`src/rtl/ccp_pkg.sv`:
```
package ccp_pkg;
  localparam int ADDR_W    = 8;
  localparam int DATA_W    = 8;
  localparam int FRAME_W   = ADDR_W + DATA_W;
  localparam int NREG      = 16;
  localparam int SLOT_W    = $clog2(NREG);
  localparam int DEC_W     = 5;
  localparam int CTRL_SLOT = 14;

  typedef struct packed {
    logic              hit;
    logic [SLOT_W-1:0] slot;
  } dec_t;

  // Address (low bits only) to storage slot.
  function automatic dec_t decode(input logic [DEC_W-1:0] a);
    dec_t d;
    d.hit  = 1'b1;
    d.slot = '0;
    case (a)
      5'h00, 5'h01, 5'h02, 5'h03: d.slot = SLOT_W'(a);
      5'h08, 5'h09, 5'h0A, 5'h0B: d.slot = SLOT_W'(a - 5'h04);
      5'h10, 5'h11, 5'h12, 5'h13,
      5'h14, 5'h15, 5'h16:        d.slot = SLOT_W'(a - 5'h08);
      5'h19:                      d.slot = SLOT_W'(15);
      default:                    d.hit  = 1'b0;
    endcase
    return d;
  endfunction

  function automatic logic [DATA_W-1:0] reset_val(input int s);
    case (s)
      2, 3, 4, 5, 6, 7: return DATA_W'(8'h06);
      9:                return DATA_W'(8'h0C);
      10:               return DATA_W'(8'h10);
      11:               return DATA_W'(8'h08);
      CTRL_SLOT:        return DATA_W'(8'h03);
      default:          return '0;
    endcase
  endfunction

  function automatic logic [DATA_W-1:0] wmask(input int s);
    if (s < 8)               return DATA_W'(8'h9F);
    else if (s < CTRL_SLOT)  return DATA_W'(8'h1F);
    else if (s == CTRL_SLOT) return DATA_W'(8'h03);
    else                     return DATA_W'(8'h01);
  endfunction
endpackage

```
`src/rtl/ccp_sync.sv`:
```
module ccp_sync #(
  parameter int              WIDTH  = 4,
  parameter int              STAGES = 2,
  parameter logic [WIDTH-1:0] INIT  = '0
) (
  input  logic             clk,
  input  logic             rst_n,
  input  logic [WIDTH-1:0] d,
  output logic [WIDTH-1:0] q
);
  logic [WIDTH-1:0] st [STAGES];

  always_ff @(posedge clk or negedge rst_n) begin
    if (!rst_n) begin
      for (int i = 0; i < STAGES; i++) st[i] <= INIT;
    end else begin
      st[0] <= d;
      for (int i = 1; i < STAGES; i++) st[i] <= st[i-1];
    end
  end

  assign q = st[STAGES-1];
endmodule

```
`src/rtl/ccp_deser.sv`:
```
module ccp_deser #(
  parameter int FRAME_W = 16
) (
  input  logic               clk,
  input  logic               rst_n,
  input  logic               cs_n_s,
  input  logic               sck_s,
  input  logic               sd_s,
  output logic               frame_vld,
  output logic [FRAME_W-1:0] frame_word
);
  localparam int CNT_W   = $clog2(FRAME_W + 2);
  localparam int CNT_MAX = FRAME_W + 1;

  logic             sck_q, cs_q;
  logic [CNT_W-1:0] cnt;
  logic             sck_rise;

  assign sck_rise = sck_s & ~sck_q;

  always_ff @(posedge clk or negedge rst_n) begin
    if (!rst_n) begin
      sck_q      <= 1'b0;
      cs_q       <= 1'b1;
      cnt        <= '0;
      frame_vld  <= 1'b0;
      frame_word <= '0;
    end else begin
      sck_q     <= sck_s;
      cs_q      <= cs_n_s;
      frame_vld <= 1'b0;
      if (!cs_n_s) begin
        if (sck_rise) begin
          frame_word <= {frame_word[FRAME_W-2:0], sd_s};
          if (cnt != CNT_W'(CNT_MAX)) cnt <= cnt + 1'b1;
        end
      end else begin
        if (!cs_q) frame_vld <= (cnt == CNT_W'(FRAME_W));
        cnt <= '0;
      end
    end
  end
endmodule

```
`src/rtl/ccp_bank.sv`:
```
module ccp_bank
  import ccp_pkg::*;
(
  input  logic                   clk,
  input  logic                   rst_n,
  input  logic                   pwr_low,
  input  logic                   wr_stb,
  input  logic [DEC_W-1:0]       wr_addr,
  input  logic [DATA_W-1:0]      wr_data,
  output logic [NREG*DATA_W-1:0] reg_bus,
  output logic                   run_low,
  output logic                   wr_en
);
  logic [DATA_W-1:0] r [NREG];
  dec_t              dec;

  assign dec     = decode(wr_addr);
  assign run_low = ~r[CTRL_SLOT][0];
  assign wr_en   = wr_stb & ~pwr_low & dec.hit &
                   ((int'(dec.slot) == CTRL_SLOT) | ~run_low);

  always_ff @(posedge clk or negedge rst_n) begin
    if (!rst_n) begin
      for (int s = 0; s < NREG; s++) r[s] <= reset_val(s);
    end else if (pwr_low) begin
      for (int s = 0; s < NREG; s++) r[s] <= reset_val(s);
    end else begin
      if (run_low) begin
        for (int s = 0; s < NREG; s++)
          if (s != CTRL_SLOT) r[s] <= reset_val(s);
      end
      if (wr_en) r[dec.slot] <= wr_data & wmask(int'(dec.slot));
    end
  end

  for (genvar g = 0; g < NREG; g++) begin : g_out
    assign reg_bus[g*DATA_W +: DATA_W] = r[g];
  end
endmodule

```
`src/rtl/codec_ctl_port.sv`:
```
module codec_ctl_port
  import ccp_pkg::*;
#(
  parameter int SYNC_STAGES = 2
) (
  input  logic                   clk,
  input  logic                   rst_n,
  input  logic                   pwr_pin_n,
  input  logic                   csel_n,
  input  logic                   cclk,
  input  logic                   cdin,
  output logic [NREG*DATA_W-1:0] reg_bus
);
  logic [3:0]         sync_q;
  logic               frame_vld;
  logic [FRAME_W-1:0] frame_word;
  logic [ADDR_W-1:0]  frame_addr;
  logic               pwr_low;
  logic               run_low;
  logic               wr_en;

  ccp_sync #(.WIDTH(4), .STAGES(SYNC_STAGES), .INIT(4'b0001)) sync_i (
    .clk  (clk),
    .rst_n(rst_n),
    .d    ({pwr_pin_n, cdin, cclk, csel_n}),
    .q    (sync_q)
  );

  assign pwr_low = ~sync_q[3];

  ccp_deser #(.FRAME_W(FRAME_W)) deser_i (
    .clk       (clk),
    .rst_n     (rst_n),
    .cs_n_s    (sync_q[0]),
    .sck_s     (sync_q[1]),
    .sd_s      (sync_q[2]),
    .frame_vld (frame_vld),
    .frame_word(frame_word)
  );

  assign frame_addr = frame_word[FRAME_W-1 -: ADDR_W];

  ccp_bank bank_i (
    .clk    (clk),
    .rst_n  (rst_n),
    .pwr_low(pwr_low),
    .wr_stb (frame_vld),
    .wr_addr(frame_addr[DEC_W-1:0]),
    .wr_data(frame_word[DATA_W-1:0]),
    .reg_bus(reg_bus),
    .run_low(run_low),
    .wr_en  (wr_en)
  );
endmodule

```
`config.mk`:
```
export PLATFORM = sky130hd
export DESIGN_NAME = codec_ctl_port
export DESIGN_NICKNAME = d
export VERILOG_FILES = /design/src/rtl/ccp_pkg.sv /design/src/rtl/ccp_sync.sv /design/src/rtl/ccp_deser.sv /design/src/rtl/ccp_bank.sv /design/src/rtl/codec_ctl_port.sv
export SDC_FILE = /design/constraint.sdc
export NUM_CORES = 1
export LEC_CHECK = 0
export CAP_MARGIN = 10
export CELL_PAD_IN_SITES_DETAIL_PLACEMENT = 0
export CELL_PAD_IN_SITES_GLOBAL_PLACEMENT = 2
export CORE_MARGIN = 5
export CORE_UTILIZATION = 25
export DETAILED_ROUTE_END_ITERATION = 8
export HOLD_SLACK_MARGIN = 0.06
export PLACE_DENSITY_LB_ADDON = 0.1
export SYNTH_ARGS = -nofsm -noshare
export SYNTH_HDL_FRONTEND = slang
export SYNTH_SLANG_ARGS = --single-unit
```
`constraint.sdc`:
```
create_clock -name clk -period 2.4 [get_ports clk]
set_input_delay 0.36 -clock clk [delete_from_list [all_inputs] [get_ports clk]]
set_output_delay 0.36 -clock clk [all_outputs]
set_load 0.02 [all_outputs]
```
After elaboration in Yosys (flattened, before gate mapping):

Cells that the tools add are included.

* input port bits: 6
* flip-flop bits (word level): 157
* logic and storage cells: 89
* output and inout port bits: 128

* reduce and logical (&&, ||, !) cells: 10
* multiplexer cells: 21
* equal/unequal tests: 19
* bitwise logic cells: 9
* add/subtract/negate cells: 3
* $lt $le $gt $ge: 4

Operators with widths (count)
* $mux W128: 2
* $mux W112: 2
* $bwmux W128: 1
* $mux W8: 7
* $eq A5 B5 Y1 const B: 9
* $demux W8 S4: 1
* $eq A5 B4 Y1 const B: 4
* $pmux W4 S4: 1
* $reduce_or A16 Y1: 1
* $mux W5: 3
* $eq A5 B2 Y1 const B: 2
* $and A8 B8 Y8: 1
* $lt A4 B4 Y1 const B: 2
* $reduce_or A4 Y1: 2
* $reduce_or A7 Y1: 1
* $add A5 B1 Y5 const B: 1
* $eq A5 B1 Y1 const B: 1
* $ge A5 B5 Y1 const B: 1
* $logic_not A5 Y1: 1
* $lt A5 B1 Y1 const B: 1
* $ne A5 B5 Y1 const B: 1
* $not A4 Y5: 1
* $and A1 B1 Y1: 4
* $eq A4 B2 Y1 const B: 1
* 10 further kinds: 15

Depth between registers and ports, before layout:

Gate-level depths: netlist of run 1.

* depth after elaboration: 13
* mapped depth: 11
* gate-level depth less buffers: 8

Hierarchy:

Synthesis of run 1 repeated with hierarchy kept, for this count alone.

* cell total of the unflattened synthesis: 525
* area, all modules: 6727.7 µm²

By module, submodules not included
* ccp_bank: instances 1, cells an instance 440, seq. area each 3175.5 µm², area each 5392.7 µm²
* ccp_deser: instances 1, cells an instance 72, seq. area each 601.8 µm², area each 1098.6 µm²
* ccp_sync: instances 1, cells an instance 12, seq. area each 202.7 µm², area each 232.7 µm²
* codec_ctl_port: instances 1, cells an instance 1, seq. area each 0.0 µm², area each 3.8 µm²

Worst setup path after synthesis of run 1:

OpenSTA, ideal clock, no wires.

* path type: reg2reg
* start: reg deser_i.frame_word[10]
* end: reg bank_i.r (netlist bit bank_i.reg_bus[112])
* arrival: 2.076 ns
* cell stages (with the launch flop): 10
* path slack: 0.240 ns
* period minus slack after synthesis: 2.160 ns
* library setup time: 0.085 ns
* path buffers: 1
* required time: 2.315 ns
* cells stage by stage: dfrtp_1 inv_2 ha_1 nand2b_1 a21o_1 and3_1 buf_6 nor2_4 and4_4 mux2_1

* longest elaborated chain between the ends: 12
* elaborated cells between the ends (all ways): 45
* those cells by class: add/sub (2); order compare (4); eq/ne (17); mux (11); bitwise (5); reduce/logical (6)

Ends and longest elaborated chain
* start: declaration: line ccp_deser.sv:10 `output logic [FRAME_W-1:0] frame_word`
* start signal: assignment: line ccp_deser.sv:34 `frame_word <= {frame_word[FRAME_W-2:0], sd_s};`
* $eq A5 B5 Y1 (tied with other cells): line ccp_pkg.sv:20 `case (a)`
* $reduce_or A7 Y1 or $reduce_or A4 Y1 (tied branches)
* $pmux W4 S4: line ccp_pkg.sv:20
* $lt A4 B4 Y1: line ccp_pkg.sv:44 `else if (s < CTRL_SLOT) return DATA_W'(8'h1F);`
* $mux W8: line ccp_pkg.sv:44
* $mux W8: line ccp_pkg.sv:43 `if (s < 8) return DATA_W'(8'h9F);`
* $mux W8: line ccp_bank.sv:32 `if (wr_en) r[dec.slot] <= wr_data & wmask(int'(dec.slot));`
* $mux W8: line ccp_bank.sv:25 `end else if (pwr_low) begin`
* $and A8 B8 Y8: line ccp_bank.sv:32
* $bwmux W128: line ccp_bank.sv:32
* $mux W128: line ccp_bank.sv:32
* $mux W128: line ccp_bank.sv:25
* end signal: indexed assignment: line ccp_bank.sv:30 `if (s != CTRL_SLOT) r[s] <= reset_val(s);`
* end signal: indexed assignment: line ccp_bank.sv:32
* end: declaration: line ccp_bank.sv:14 `logic [DATA_W-1:0] r [NREG];`

Several ways; a longest one is shown, not always the timed one. The select of a mux whose other input is x is not followed.
A chain may end at the register's enable or synchronous reset.

Final worst setup path of run 1:

* start: reg deser_i.frame_word[10]
* end: reg bank_i.r (netlist bit bank_i.reg_bus[87])

* longest elaborated chain between the ends: 11
* elaborated cells between the ends (all ways): 42
* those cells by class: add/sub (2); order compare (3); eq/ne (16); mux (10); bitwise (5); reduce/logical (6)

Ends and longest elaborated chain (line)
* $eq A5 B5 Y1 (tied with other cells): ccp_pkg.sv:20
* $reduce_or A7 Y1 or $reduce_or A4 Y1 (tied branches)
* $pmux W4 S4: ccp_pkg.sv:20
* $not A4 Y5 (not written as such) or $lt A4 B4 Y1 (tied branches): ccp_bank.sv:32, ccp_pkg.sv:43
* $ge A5 B5 Y1 (not written as such) (tied with other cells): ccp_bank.sv:32
* $logic_and A1 B1 Y1 (not written as such) or $mux W8 (tied branches): ccp_bank.sv:32
* $mux W8, on equally long branches: ccp_bank.sv:32, ccp_bank.sv:25
* $demux W8 S4 or $and A8 B8 Y8 (tied branches): ccp_bank.sv:32
* $bwmux W128: ccp_bank.sv:32
* $mux W128 *: ccp_bank.sv:32
* $mux W128 *: ccp_bank.sv:25

Mark *: on every way between the ends. The rest lies on a longest branch, timed or not. The select of a mux whose other input is x is not followed.

==> qor.csv, run 1 <==
metric;value;unit
start_util;0.253;
antenna_found_initial;0;
leakage;4.06;nW
via_count;4278;
run_status;complete, no violations;
worst_pin_slew;0.656;ns
critical_path_class;reg2reg;
path_cells;inv_2 > ha_1 > nand2b_1 > a21o_1 > and3_4 > or3_4 > and3_1;
drt-wirelength-per-cell;17.9;um
hold_viol_final;0;
slowest_stage;or3_4;
ys_ff_latch;155;
synth_top_cell_by_area;dfrtp_1;
die_x;169;um
insertion_delay;0.42;ns
firstDrtPassIters;4;
nets;677;
ant_nets;0;
critPathMaxFanout;13;
dpl-instance-area;8100;um^2
start_kind;flop;
yosysTopAreaCellShare;0.528;
vias_per_cell;4.24;
fillerInstances;2543;
grt_overflow;0;
dpl_worst_slack;-0.0144;ns
setup-violations-final;0;
ctsLongestPathBuffers;2;
power_density;690;nW/um^2
rows;58;
critPathArrivalTime;2.52;ns
synth.area.top_cells;dfrtp_1, mux2i_1, dfstp_2, nand2_1, and3_1;
synthCells;522;
avgSynthCellArea;12.2;um^2
area_delta_synth_final;37.6;%
cap_violations;0;
period_minus_slack;2.21;ns
core;25100;um^2
postLayoutCellArea;8750;um^2
grt_pass1_wl;28700;um
maxSlewViolCount;0;
synth_cell_types;48;
timing.final.crit_share;0.920;
drc;0;
timing.final.ws_setup;0.193;ns
layout_commonest_cell;dfrtp_1;
synth_area;6350;um^2
max_freq;453;MHz
grt_pass1_vias;4589;
rsz0062_at_grt;false;
cts-root-buf;clkbuf_16;
hp-class;in2reg;
cts_buffers;17;
grt_max_degree;53;
cts_sinks;155;
tritoncts;built;
antenna_cells;0;
drive_gt1_frac;0.181;
drt_iter0_drc;250;
die_y;169;um
yosysWarnings;0;
gp_congestion;0.718;
yosysSeqAreaShare;0.614;
portBuffers;131;
grtUsageTotal;0.130;
mostFrequentLayoutCells;dfrtp_1, clkdlybuf4s50_1, nand2_1;
clock_skew;0.00669;ns
max_stage_delay;0.51;ns
wirelength;18000;um
boundaryPins;134;
die_area;28700;um^2
hpwl;12700;um
worst_ep_required_time;2.71;ns
clk_pin_slew_worst_paths;0.07;ns
end_kind;flop;
ir_worst_vdd;0.000346;V
finalCoreUtilization;0.348;
max-slew-margin-rel;0.561;
cts-htree-levels;4;
total_power;6.04;mW
synth_stat cells (all sizes together):
library cell	instances
dfrtp	134
nand2	79
mux2i	65
and3	32
nor2	31
nand3	24
dfstp	21
o21ai	21
clkbuf	15
buf	14
mux2	13
and2	12
nor3b	8
a21oi	7
inv	7
nor2b	7
ha	6
nand2b	6
a21boi	2
a21o	2
nor3	2
xnor2	2
xor2	2
a22o	1
a22oi	1
a31oi	1
and4	1
and4bb	1
conb	1
nor4	1
o21bai	1
or2b	1
or3	1
logic make-up after synthesis:
kind of cell | after synthesis | share of synthesized area
flops | 155 | 0.614
simple gates | 206 | 0.175
xor+xnor | 4 | 0.00551
mux | 78 | 0.126
other cells | 1 | 0.000590
fa+ha+maj | 6 | 0.0118
compound gates | 36 | 0.0366
buf+inv | 36 | 0.0301
sequential cells by signal, indices dropped and copies added (netlist names):
name                count
bank_i.reg_bus        126
deser_i.frame_word     13
deser_i.cnt             5
sync_i.q                4
sync_i.st               4
deser_i.cs_q            1
deser_i.frame_vld       1
deser_i.sck_q           1
metrics by stage:
| stage | setup TNS (ns) | std cells | hold slack, ns |
|---|---|---|---|
| 3_5_place_dp | -0.0346 | 974 | 0.340 |
| 4_1_cts | 0 | 1007 | 0.314 |
| 3_3_place_gp | 0 | 974 | 0.333 |
| 5_1_grt | 0 | 1008 | 0.311 |
| 6_report | 0 | 1008 | 0.339 |
| 2_1_floorplan | 0 | 523 | 0.0644 |
routing by layer:
metal	track usage	part of all wire	up-vias
met5	0	0	-
met4	0.0301	0.010	0
met3	0.0342	0.046	12
met2	0.211	0.49	84
met1	0.175	0.46	2129
li1	-	-	2053
where the power goes:
| group | switching (mW) | internal, mW |
|---|---|---|
| logic | 0.300 | 0.159 |
| registers | 0.124 | 2.69 |
| clock network | 1.15 | 1.62 |
| total | 1.57 | 4.46 |
worst paths after layout:
check / start / to / slack (ns) / cells past startpoint
max: deser_i.frame_word[10] / bank_i.reg_bus[87] / 0.19 / 7
min: csel_n / sync_i.st[4] / 0.34 / 1
max reg2reg: deser_i.frame_word[10] / bank_i.reg_bus[87] / 0.19 / 7
min reg2reg: sync_i.st[7] / sync_i.q[3] / 0.36 / 0
max in group asynchronous: rst_n / bank_i.reg_bus[75] / 1.20 / 3
min in group asynchronous: rst_n / bank_i.reg_bus[36] / 0.46 / 2
repair_timing:
| action | 4_1_cts | 5_1_grt |
|---|---|---|
| setup buffers | 0 | 1 |
| pin swaps | 0 | 3 |
| endpoints found under the hold margin | 35 | 0 |
| hold buffers | 1 | 0 |
| resized for setup | 1 | 6 |
| endpoints found under the setup margin | 7 | 58 |
final cells by class:
class                           instances  area, um^2  area share
Clock inverter                         13         156      0.0179
Sequential cell                       155        3910       0.446
Inverter                                7        26.3     0.00300
Multi-Input combinational cell        332        2280       0.261
Tap cell                              330         413      0.0472
Clock buffer                           19         453      0.0518
Timing Repair Buffer                  152        1510       0.173
critical path: cells and delay by family, from the launching register on:
| kind | cells | cell delay, ns |
|---|---|---|
| DFF | 1 | 0.46 |
| buffers and inverters | 1 | 0.09 |
| adders and majority gates | 1 | 0.29 |
| AOI/OAI and AO/OA | 1 | 0.19 |
| and+or+nand+nor | 4 | 1.07 |
No activity file was read; power rests on OpenSTA's default activity.
==> inputs of run 2 (changes only) <==
GPL_ROUTABILITY_DRIVEN = 0   (was unset)
PLACE_DENSITY = 0.6   (was unset)
PLACE_DENSITY_LB_ADDON = unset   (was 0.1)
==> run 2 against run 1 <==
Sequential power is essentially flat. Worst setup slack got worse by 0.068 ns. Non-clock buffer count grew 1. Core utilization up 0.13 points. Global-route usage decreased by 0.41 points. Largest power group is now clock. Worst hold slack better by 0.0088 ns. Sequential share of layout area shrank 0.16 points. Combinational power is 7.2% higher. Maximum frequency shrank 3.0%. Wire length decreased by 1.6%. Clock power rose by 3%.
==> qor.csv, run 2 (same netlist as run 1, synthesis figures left out) <==
metric;value;unit
hp-class;in2reg;
cts-htree-levels;4;
largest_reg_flops;126;
worst_ep_required_time;2.71;ns
clock_skew;0.00991;ns
vias_per_cell;4.28;
rows;58;
cts_sinks;155;
cp_top_family;simple AND/OR/NAND/NOR gates;
die_x;169;um
insertion_delay;0.42;ns
ir_worst_vdd;0.000342;V
drc;0;
power_density;696;nW/um^2
grt_pass1_wl;27900;um
portBuffers;131;
leakage;4.10;nW
total_power;6.11;mW
cap_violations;0;
ant_nets;0;
cts-root-buf;clkbuf_16;
place_inst;975;
stdcell_count;1009;
finalCoreUtilization;0.350;
boundaryPins;134;
start_kind;flop;
hold_viol_final;0;
drt_iter0_drc;165;
nets;678;
tritoncts;built;
core;25100;um^2
grt_overflow;0;
start_util;0.253;
layout_commonest_cell;dfrtp_1;
critPathMaxFanout;13;
whs;0.348;ns
die_y;169;um
via_count;4318;
maxSlewViolCount;0;
die_area;28700;um^2
firstDrtPassIters;4;
setup-violations-final;0;
cts_buffers;17;
ctsLongestPathBuffers;2;
max_stage_delay;0.53;ns
drt-wirelength-per-cell;17.6;um
clk_pin_slew_worst_paths;0.07;ns
path_cells;inv_2 > ha_1 > nand2b_1 > a21o_1 > and3_2 > or3_4 > and3_1;
max_freq;439;MHz
area_delta_synth_final;38.2;%
hpwl;12700;um
worst_pin_slew;0.575;ns
grtUsageTotal;0.126;
slowest_stage;or3_4;
drive_gt1_frac;0.190;
timing.final.crit_share;0.948;
crit_buf_inv;1;
mostFrequentLayoutCells;dfrtp_1, clkdlybuf4s50_1, nand2_1;
critPathArrivalTime;2.58;ns
rsz0062_at_grt;false;
antenna_found_initial;0;
grt_pass1_vias;4620;
wirelength;17800;um
run_status;complete, no violations;
antenna_cells;0;
end_kind;flop;
period_minus_slack;2.28;ns
max-slew-margin-rel;0.616;
grt_max_degree;60;
critical_path_class;reg2reg;
-- run 2: cell count changes in the layout (fill, tap and decap cells not counted), moves of 2 or more --
cell / previous run / this run
clkbuf_8: 2 / 0
clkinv_2: 0 / 2
clkinvlp_4: 4 / 2
inv_6: 3 / 5
nand2_2: 8 / 6
nand2_4: 0 / 2
-- run 2: cell type report --
class | count | area, um^2
well taps | 330 | 413
flip-flops and latches | 155 | 3910
multi-input cells | 332 | 2300
clock inverters | 15 | 188
fillers | 2527 | 16300
inverters | 7 | 26.3
clock buffers | 17 | 425
repair buffers | 153 | 1520
-- run 2: per-layer routing --
layer	vias to the layer above	track usage	part of all wire
met4	0	0.0403	0.017
met3	20	0.0305	0.045
met2	98	0.199	0.47
met1	2143	0.171	0.47
li1	2057	-	-
met5	-	0	0
-- run 2: power breakdown --
group	switching, mW	leakage (nW)	total, mW	internal, mW
registers	0.0972	2.06	2.79	2.69
logic	0.325	1.74	0.491	0.166
clock network	1.17	0.297	2.83	1.66
total	1.59	4.10	6.11	4.52
-- run 2: worst paths after layout --
kind                                             start            endpoint  slack [ns]  depth (start not counted)
worst max-delay path            deser_i.frame_word[10]  bank_i.reg_bus[86]        0.12                          7
worst min-delay path                            csel_n        sync_i.st[4]        0.35                          1
worst max register to register  deser_i.frame_word[10]  bank_i.reg_bus[86]        0.12                          7
worst min register to register            sync_i.st[6]         sync_i.q[2]        0.35                          0
max in group asynchronous                        rst_n        deser_i.cs_q        1.23                          3
min in group asynchronous                        rst_n  bank_i.reg_bus[36]        0.43                          2
-- run 2: timing repair --
action / CTS / global route
pin swaps: 0 / 1
setup buffers: 0 / 1
endpoints found under the setup margin: 15 / 85
resized for setup: 2 / 12
hold buffers: 1 / 0
endpoints found under the hold margin: 33 / 0
-- run 2: per-stage QoR --
| step | setup WS (ns) | setup TNS, ns | area, um^2 |
|---|---|---|---|
| 2_1_floorplan | 0.240 | 0 | 6360 |
| 3_3_place_gp | 0.0629 | 0 | 8110 |
| 3_5_place_dp | -0.0324 | -0.0344 | 8110 |
| 4_1_cts | 0.000764 | 0 | 8740 |
| 5_1_grt | 0.00951 | 0 | 8780 |
| 6_report | 0.124 | 0 | 8780 |
-- run 2: worst reg2reg max path, stage by stage (launching register included) --
cell	delay (ns)
dfrtp_2	0.43
inv_2	0.08
ha_1	0.28
nand2b_1	0.14
a21o_1	0.19
and3_2	0.29
or3_4	0.53
and3_1	0.23
